===== src/rtl/adc_rd_pkg.sv =====
package adc_rd_pkg;

    localparam int RES_W        = 12;
    localparam int LEAD_PULSES  = 2;
    localparam int FRAME_PULSES = LEAD_PULSES + RES_W;

    typedef enum logic [0:0] {
        ST_IDLE  = 1'b0,
        ST_SHIFT = 1'b1
    } seq_state_e;

    typedef struct packed {
        logic rise;
        logic fall;
    } sclk_evt_t;

    function automatic int idx_width(input int n);
        return (n > 1) ? $clog2(n) : 1;
    endfunction

endpackage


===== src/rtl/adc_rd_clkgen.sv =====
module adc_rd_clkgen
    import adc_rd_pkg::*;
#(
    parameter int CLK_HALF = 50
) (
    input  logic      clk,
    input  logic      rst,
    input  logic      run,
    output logic      sclk_o,
    output sclk_evt_t evt_o
);
    localparam int CW = idx_width(CLK_HALF);

    logic [CW-1:0] cnt_q;
    logic          sclk_q;
    logic          wrap;

    always_comb begin
        wrap       = run && (cnt_q == CW'(CLK_HALF - 1));
        evt_o.rise = wrap && !sclk_q;
        evt_o.fall = wrap && sclk_q;
    end

    always_ff @(posedge clk) begin
        if (rst || !run) begin
            cnt_q  <= '0;
            sclk_q <= 1'b0;
        end else if (wrap) begin
            cnt_q  <= '0;
            sclk_q <= ~sclk_q;
        end else begin
            cnt_q  <= cnt_q + 1'b1;
        end
    end

    assign sclk_o = sclk_q;

endmodule


===== src/rtl/adc_rd_shreg.sv =====
module adc_rd_shreg
    import adc_rd_pkg::*;
#(
    parameter int W    = RES_W,
    parameter int SKIP = LEAD_PULSES
) (
    input  logic         clk,
    input  logic         rst,
    input  logic         clear,
    input  logic         sample,
    input  logic         sdo,
    output logic [W-1:0] word_o
);
    localparam int SW = idx_width(SKIP + 1);

    logic [SW-1:0] skip_q;
    logic [W-1:0]  word_q;

    always_ff @(posedge clk) begin
        if (rst || clear) begin
            skip_q <= '0;
            word_q <= '0;
        end else if (sample) begin
            if (skip_q < SW'(SKIP)) begin
                skip_q <= skip_q + 1'b1;
            end else begin
                word_q <= {word_q[W-2:0], sdo};
            end
        end
    end

    assign word_o = word_q;

endmodule


===== src/rtl/adc_rd_seq.sv =====
module adc_rd_seq
    import adc_rd_pkg::*;
#(
    parameter int NUM_DEV  = 4,
    parameter int IDLE_CYC = 250,
    parameter int DEV_W    = 2
) (
    input  logic               clk,
    input  logic               rst,
    input  logic               start,
    input  logic [DEV_W-1:0]   dev_sel,
    input  sclk_evt_t          evt,
    input  logic [RES_W-1:0]   word_in,
    output logic               run,
    output logic               clear,
    output logic               busy,
    output logic [NUM_DEV-1:0] cs_n,
    output logic               valid,
    output logic [RES_W-1:0]   data,
    output logic [DEV_W-1:0]   dev_out
);
    localparam int FW = idx_width(FRAME_PULSES);
    localparam int IW = idx_width(IDLE_CYC + 1);

    seq_state_e       state_q;
    logic [FW-1:0]    falls_q;
    logic [IW-1:0]    idle_q;
    logic [DEV_W-1:0] dev_q;
    logic [RES_W-1:0] data_q;
    logic             valid_q;
    logic             ready, sel_ok, accept, last_fall;

    always_comb begin
        ready     = (state_q == ST_IDLE) && (idle_q == IW'(IDLE_CYC));
        sel_ok    = ({1'b0, dev_sel} < (DEV_W + 1)'(NUM_DEV));
        accept    = start && ready && sel_ok;
        last_fall = (state_q == ST_SHIFT) && evt.fall &&
                    (falls_q == FW'(FRAME_PULSES - 1));
    end

    always_ff @(posedge clk) begin
        if (rst) begin
            state_q <= ST_IDLE;
            falls_q <= '0;
            idle_q  <= '0;
            dev_q   <= '0;
            data_q  <= '0;
            valid_q <= 1'b0;
        end else begin
            valid_q <= 1'b0;
            case (state_q)
                ST_IDLE: begin
                    if (idle_q != IW'(IDLE_CYC)) idle_q <= idle_q + 1'b1;
                    if (accept) begin
                        state_q <= ST_SHIFT;
                        falls_q <= '0;
                        dev_q   <= dev_sel;
                    end
                end
                ST_SHIFT: begin
                    if (evt.fall) falls_q <= falls_q + 1'b1;
                    if (last_fall) begin
                        state_q <= ST_IDLE;
                        idle_q  <= '0;
                        valid_q <= 1'b1;
                        data_q  <= word_in;
                    end
                end
                default: state_q <= ST_IDLE;
            endcase
        end
    end

    for (genvar i = 0; i < NUM_DEV; i++) begin : g_cs
        always_ff @(posedge clk) begin
            if (rst) begin
                cs_n[i] <= 1'b1;
            end else if (accept) begin
                cs_n[i] <= (dev_sel != DEV_W'(i));
            end else if (last_fall) begin
                cs_n[i] <= 1'b1;
            end
        end
    end

    assign run     = (state_q == ST_SHIFT);
    assign clear   = accept;
    assign busy    = !ready;
    assign valid   = valid_q;
    assign data    = data_q;
    assign dev_out = dev_q;

endmodule


===== src/rtl/adc_rd_master.sv =====
module adc_rd_master
    import adc_rd_pkg::*;
#(
    parameter int NUM_DEV  = 4,
    parameter int CLK_HALF = 50,
    parameter int IDLE_CYC = 250,
    parameter int DEV_W    = idx_width(NUM_DEV)
) (
    input  logic               clk,
    input  logic               rst,
    input  logic               start_i,
    input  logic [DEV_W-1:0]   dev_sel_i,
    input  logic               sdo_i,
    output logic               busy_o,
    output logic               sclk_o,
    output logic [NUM_DEV-1:0] cs_n_o,
    output logic               res_valid_o,
    output logic [RES_W-1:0]   res_data_o,
    output logic [DEV_W-1:0]   res_dev_o
);
    sclk_evt_t        evt;
    logic             run, clear;
    logic [RES_W-1:0] word;

    adc_rd_clkgen #(.CLK_HALF(CLK_HALF)) u_clk (
        .clk    (clk),
        .rst    (rst),
        .run    (run),
        .sclk_o (sclk_o),
        .evt_o  (evt)
    );

    adc_rd_shreg #(.W(RES_W), .SKIP(LEAD_PULSES)) u_shr (
        .clk    (clk),
        .rst    (rst),
        .clear  (clear),
        .sample (evt.rise),
        .sdo    (sdo_i),
        .word_o (word)
    );

    adc_rd_seq #(.NUM_DEV(NUM_DEV), .IDLE_CYC(IDLE_CYC), .DEV_W(DEV_W)) u_seq (
        .clk     (clk),
        .rst     (rst),
        .start   (start_i),
        .dev_sel (dev_sel_i),
        .evt     (evt),
        .word_in (word),
        .run     (run),
        .clear   (clear),
        .busy    (busy_o),
        .cs_n    (cs_n_o),
        .valid   (res_valid_o),
        .data    (res_data_o),
        .dev_out (res_dev_o)
    );

endmodule


===== config.mk =====
export PLATFORM = sky130hd
export DESIGN_NAME = adc_rd_master
export DESIGN_NICKNAME = d
export VERILOG_FILES = /design/src/rtl/adc_rd_pkg.sv /design/src/rtl/adc_rd_clkgen.sv /design/src/rtl/adc_rd_shreg.sv /design/src/rtl/adc_rd_seq.sv /design/src/rtl/adc_rd_master.sv
export SDC_FILE = /design/constraint.sdc
export NUM_CORES = 1
export LEC_CHECK = 0
export CAP_MARGIN = 20
export CORE_UTILIZATION = 30
export DETAILED_ROUTE_END_ITERATION = 10
export GPL_TIMING_DRIVEN = 0
export SLEW_MARGIN = 15
export SYNTH_ARGS = -nofsm -noshare
export SYNTH_HDL_FRONTEND = slang
export SYNTH_SLANG_ARGS = --single-unit

===== constraint.sdc =====
create_clock -name clk -period 2.7 [get_ports clk]
set_input_delay 0.54 -clock clk [delete_from_list [all_inputs] [get_ports clk]]
set_output_delay 0.54 -clock clk [all_outputs]
set_load 0.02 [all_outputs]

==> results by stage <==
Run status:
- The run finished with clean final reports.

Logic synthesis:
- In this run the mean area of a mapped cell was 9.16 um^2.
- The synthesized instance count is 241.
- The post-synthesis net count is 253.
- The register bit count reported by yosys is 53.
- The fraction of registers with async set or reset after synthesis is 0%.
- For this run, the number of Yosys warnings is 0.
- The top flip-flop cell by instance count after synthesis is sky130_fd_sc_hd__dfxtp_1.
- The number of distinct library cells after synthesis is 39.
- Sequential elements use 48.0% of the synthesized area.
- The number of enable flip-flop cells after synthesis is 0.
- The cell area after synthesis is 0.00221 mm^2.

Clocking:
- The H-tree depth is 2.
- In this run, CTS created clock tree buffers numbering 5.
- The later pin in the worst-skew pair is clocked with a latency of 0.31 ns.
- The clock net in this run drives a total of 53 sinks.
- The cell sitting at the root of the clock tree is a sky130_fd_sc_hd__clkbuf_8.
- In this run, post-CTS hold repair placed 0 buffers.
- The clock slew at the register clock pins of the worst setup and hold paths is 0.10 ns.
- In this run the deepest clock path goes through 2 buffers.
- Post-CTS repair changed the size of 0 cells.
- After clock tree synthesis, the setup repair step added 0 buffers.
- TritonCTS built the clock tree.

Global routing:
- The initial antenna violation count is 0.
- Global routing used 11.7% of the available tracks.
- The global-route wire length before repair is 6970 um.
- The number of global-route vias before repair is 1553.
- The pin count of the biggest net entering global routing is 19.
- The total overflow left after global routing is 0.

Worst setup path:
- The setup path with the least slack is of type flop to output pin.
- For the worst setup path, the data required time is 2.16 ns.
- Of all nets on the critical path, the largest fanout is 10.
- For the worst setup path, the data arrival time is 1.87 ns.
- The type of element launching the critical path is a flop.
- STA classifies the critical path endpoint as an output pin.

Layout:
- The share of cells above drive strength 1 is 7.66%.
- The signed area change from the synthesized netlist to the final layout is 21.0%.
- In the layout the commonest cells are sky130_fd_sc_hd__dfxtp_1, sky130_fd_sc_hd__nor2_1, sky130_fd_sc_hd__nand2_1.
- The number of fill cells is 714.
- The area taken by flip-flops and latches is 0.00106 mm^2.
- The area used by multi-input combinational logic is 0.00105 mm^2.
- The number of nets in the layout is 285.
- The cell area after layout is 0.00267 mm^2.
- The commonest non-fill, non-tap cell in the layout is sky130_fd_sc_hd__dfxtp_1.
- 0 antenna diodes ended up in the layout.

Power and ir drop:
- Dividing total power by cell area gives a power density of 482 mW/mm^2.
- Summed over all cells, the static leakage comes to 0.916 nW.
- The worst-case IR drop observed on VDD is 0.188 mV.

Detailed routing:
- The count of routing violations after the opening detailed-route iteration is 68.
- The length of the first detailed-routing pass in iterations is 4.
- The routed layout has 1692 vias.
- In this run the remaining antenna-violating nets after routing total 0.
- After detailed routing, the number of remaining DRC violations is 0.
- In the final routed layout, each cell accounts on average for 11.1 um.
- After detailed routing, the total wire length is 4100 um.
- In the routed layout, each cell is associated on average with a via count of 4.57.

Timing:
- In this run the tightest slew margin relative to its limit is 67.8%.
- Setup violations remaining at the end of the flow were counted as 0.
- The total count of hold-check failures in the final report is 0.
- The worst-margin pin slew is 0.484 ns.
- The minimum clock period after layout is 2.41 ns.
- Setup repair after global routing left no endpoint under its margin.
- Timing would allow up to 0.415 GHz.
- Final hold analysis gives a worst-case slack of 0.462 ns.
- Across all setup checks in the final design, the least slack found is 0.288 ns.
- After routing, the total negative slack on setup checks comes to 0 ns.
- The number of pins exceeding their max-slew limit in the final report is 0.
- The worst setup skew after layout is 0.00775 ns.
- The final period utilization is 89.3%.

Placement:
- The weighted congestion at the end of routability-driven global placement is 0.773.
- The worst setup slack before clock tree synthesis is 0.497 ns.
- The detailed placement HPWL is 2940 um.
- The number of buffer cells added on primary ports is 25.
- The placed instances occupy a cell area of 0.00258 mm^2.

Floorplan:
- The core region is 0.00694 mm^2.
- The effective utilization at floorplan is 31.8%.
- The top-level I/O count is 27.
- The row count is 30.
- The die boundary height is 87.8 um.
- The die is 87.8 um wide.
- The total die area is 0.00771 mm^2.

Flow run:
- Max-cap violations in this run came to 0.

Worst hold path:
- The type of the tightest min-delay check is flop to flop.
[cells by family (layout without fill, tap and decap cells)]
kind of cell,Yosys count,after routing,synth area share [%]
simple gates,107,107,25.4
compound gates,30,30,7.54
buf+inv,19,52,4.53
mux,14,14,6.35
fa+ha+maj,6,6,3.40
flops,53,53,48.0
xor+xnor,12,12,4.76
[Yosys cell counts, types with 3 or more instances]
| library cell | instances | area share (%) |
|---|---|---|
| sky130_fd_sc_hd__dfxtp_1 | 53 | 48 |
| sky130_fd_sc_hd__nor2_1 | 35 | 5.9 |
| sky130_fd_sc_hd__nand2_1 | 27 | 4.6 |
| sky130_fd_sc_hd__a21oi_1 | 21 | 4.8 |
| sky130_fd_sc_hd__mux2i_1 | 14 | 6.3 |
| sky130_fd_sc_hd__nor3_1 | 8 | 1.8 |
| sky130_fd_sc_hd__nand3_1 | 7 | 1.6 |
| sky130_fd_sc_hd__or3_1 | 7 | 2.0 |
| sky130_fd_sc_hd__ha_1 | 6 | 3.4 |
| sky130_fd_sc_hd__xnor2_1 | 6 | 2.4 |
| sky130_fd_sc_hd__xor2_1 | 6 | 2.4 |
| sky130_fd_sc_hd__buf_2 | 5 | 1.1 |
| sky130_fd_sc_hd__clkbuf_1 | 5 | 0.85 |
| sky130_fd_sc_hd__inv_1 | 5 | 0.85 |
| sky130_fd_sc_hd__nor4_1 | 3 | 0.85 |
[metrics by stage]
stage | util, % | cells | power [mW]
2_1_floorplan | - | 241 | 0.828
3_3_place_gp | 37.1 | 362 | 0.843
3_5_place_dp | 37.1 | 362 | 0.843
4_1_cts | 38.5 | 370 | 1.31
5_1_grt | 38.5 | 370 | 1.34
6_report | 38.5 | 370 | 1.29
[layout make-up]
type                    count  area share, %
plain buffers              14           3.04
inverters                   5          0.702
well taps                  96           4.49
flip-flops and latches     53           39.7
clock inverters             3          0.936
multi-input cells         169           39.2
clock buffers               5           2.57
repair buffers             25           9.36
[routing by layer]
layer / GRT usage (%) / vias to the layer above / wire length [um]
li1: - / 880 / -
met1: 15.9 / 779 / 2130
met2: 17.5 / 26 / 1760
met3: 2.36 / 7 / 129
met4: 5.81 / 0 / 80
met5: 0 / - / 0
[registers in the layout, indices dropped and copies added (netlist names)]
| register | count |
|---|---|
| u_seq.data | 12 |
| u_seq.run | 1 |
| u_shr.skip_q | 2 |
| u_clk.sclk_o | 1 |
| u_seq.cs_n | 4 |
| u_seq.dev_out | 2 |
| u_seq.valid | 1 |
| u_seq.idle_q | 8 |
| u_seq.falls_q | 4 |
| u_shr.word_o | 12 |
| u_clk.cnt_q | 6 |
[power breakdown]
part           leakage (nW)  total [mW]  internal, mW  switching (mW)
Combinational         0.444      0.0355        0.0152          0.0203
Clock                0.0452       0.464         0.189           0.275
Sequential            0.427       0.789         0.785         0.00430
[critical path: stages (launching register included)]
cell,delay [ns]
sky130_fd_sc_hd__dfxtp_1,0.38
sky130_fd_sc_hd__clkbuf_1,0.22
sky130_fd_sc_hd__or3_1,0.42
sky130_fd_sc_hd__clkdlybuf4s50_1,0.55
[final timing paths]
path / from / to / slack (ns) / cells after the start
max: u_seq.run / busy_o / 0.29 / 3
min: u_shr.word_o[11] / u_shr.word_o[11] / 0.46 / 2
max reg2reg: u_clk.cnt_q[0] / u_seq.data[10] / 0.96 / 7
min reg2reg: u_shr.word_o[11] / u_shr.word_o[11] / 0.46 / 2
Note: power is estimated with default switching activity, not from simulation.
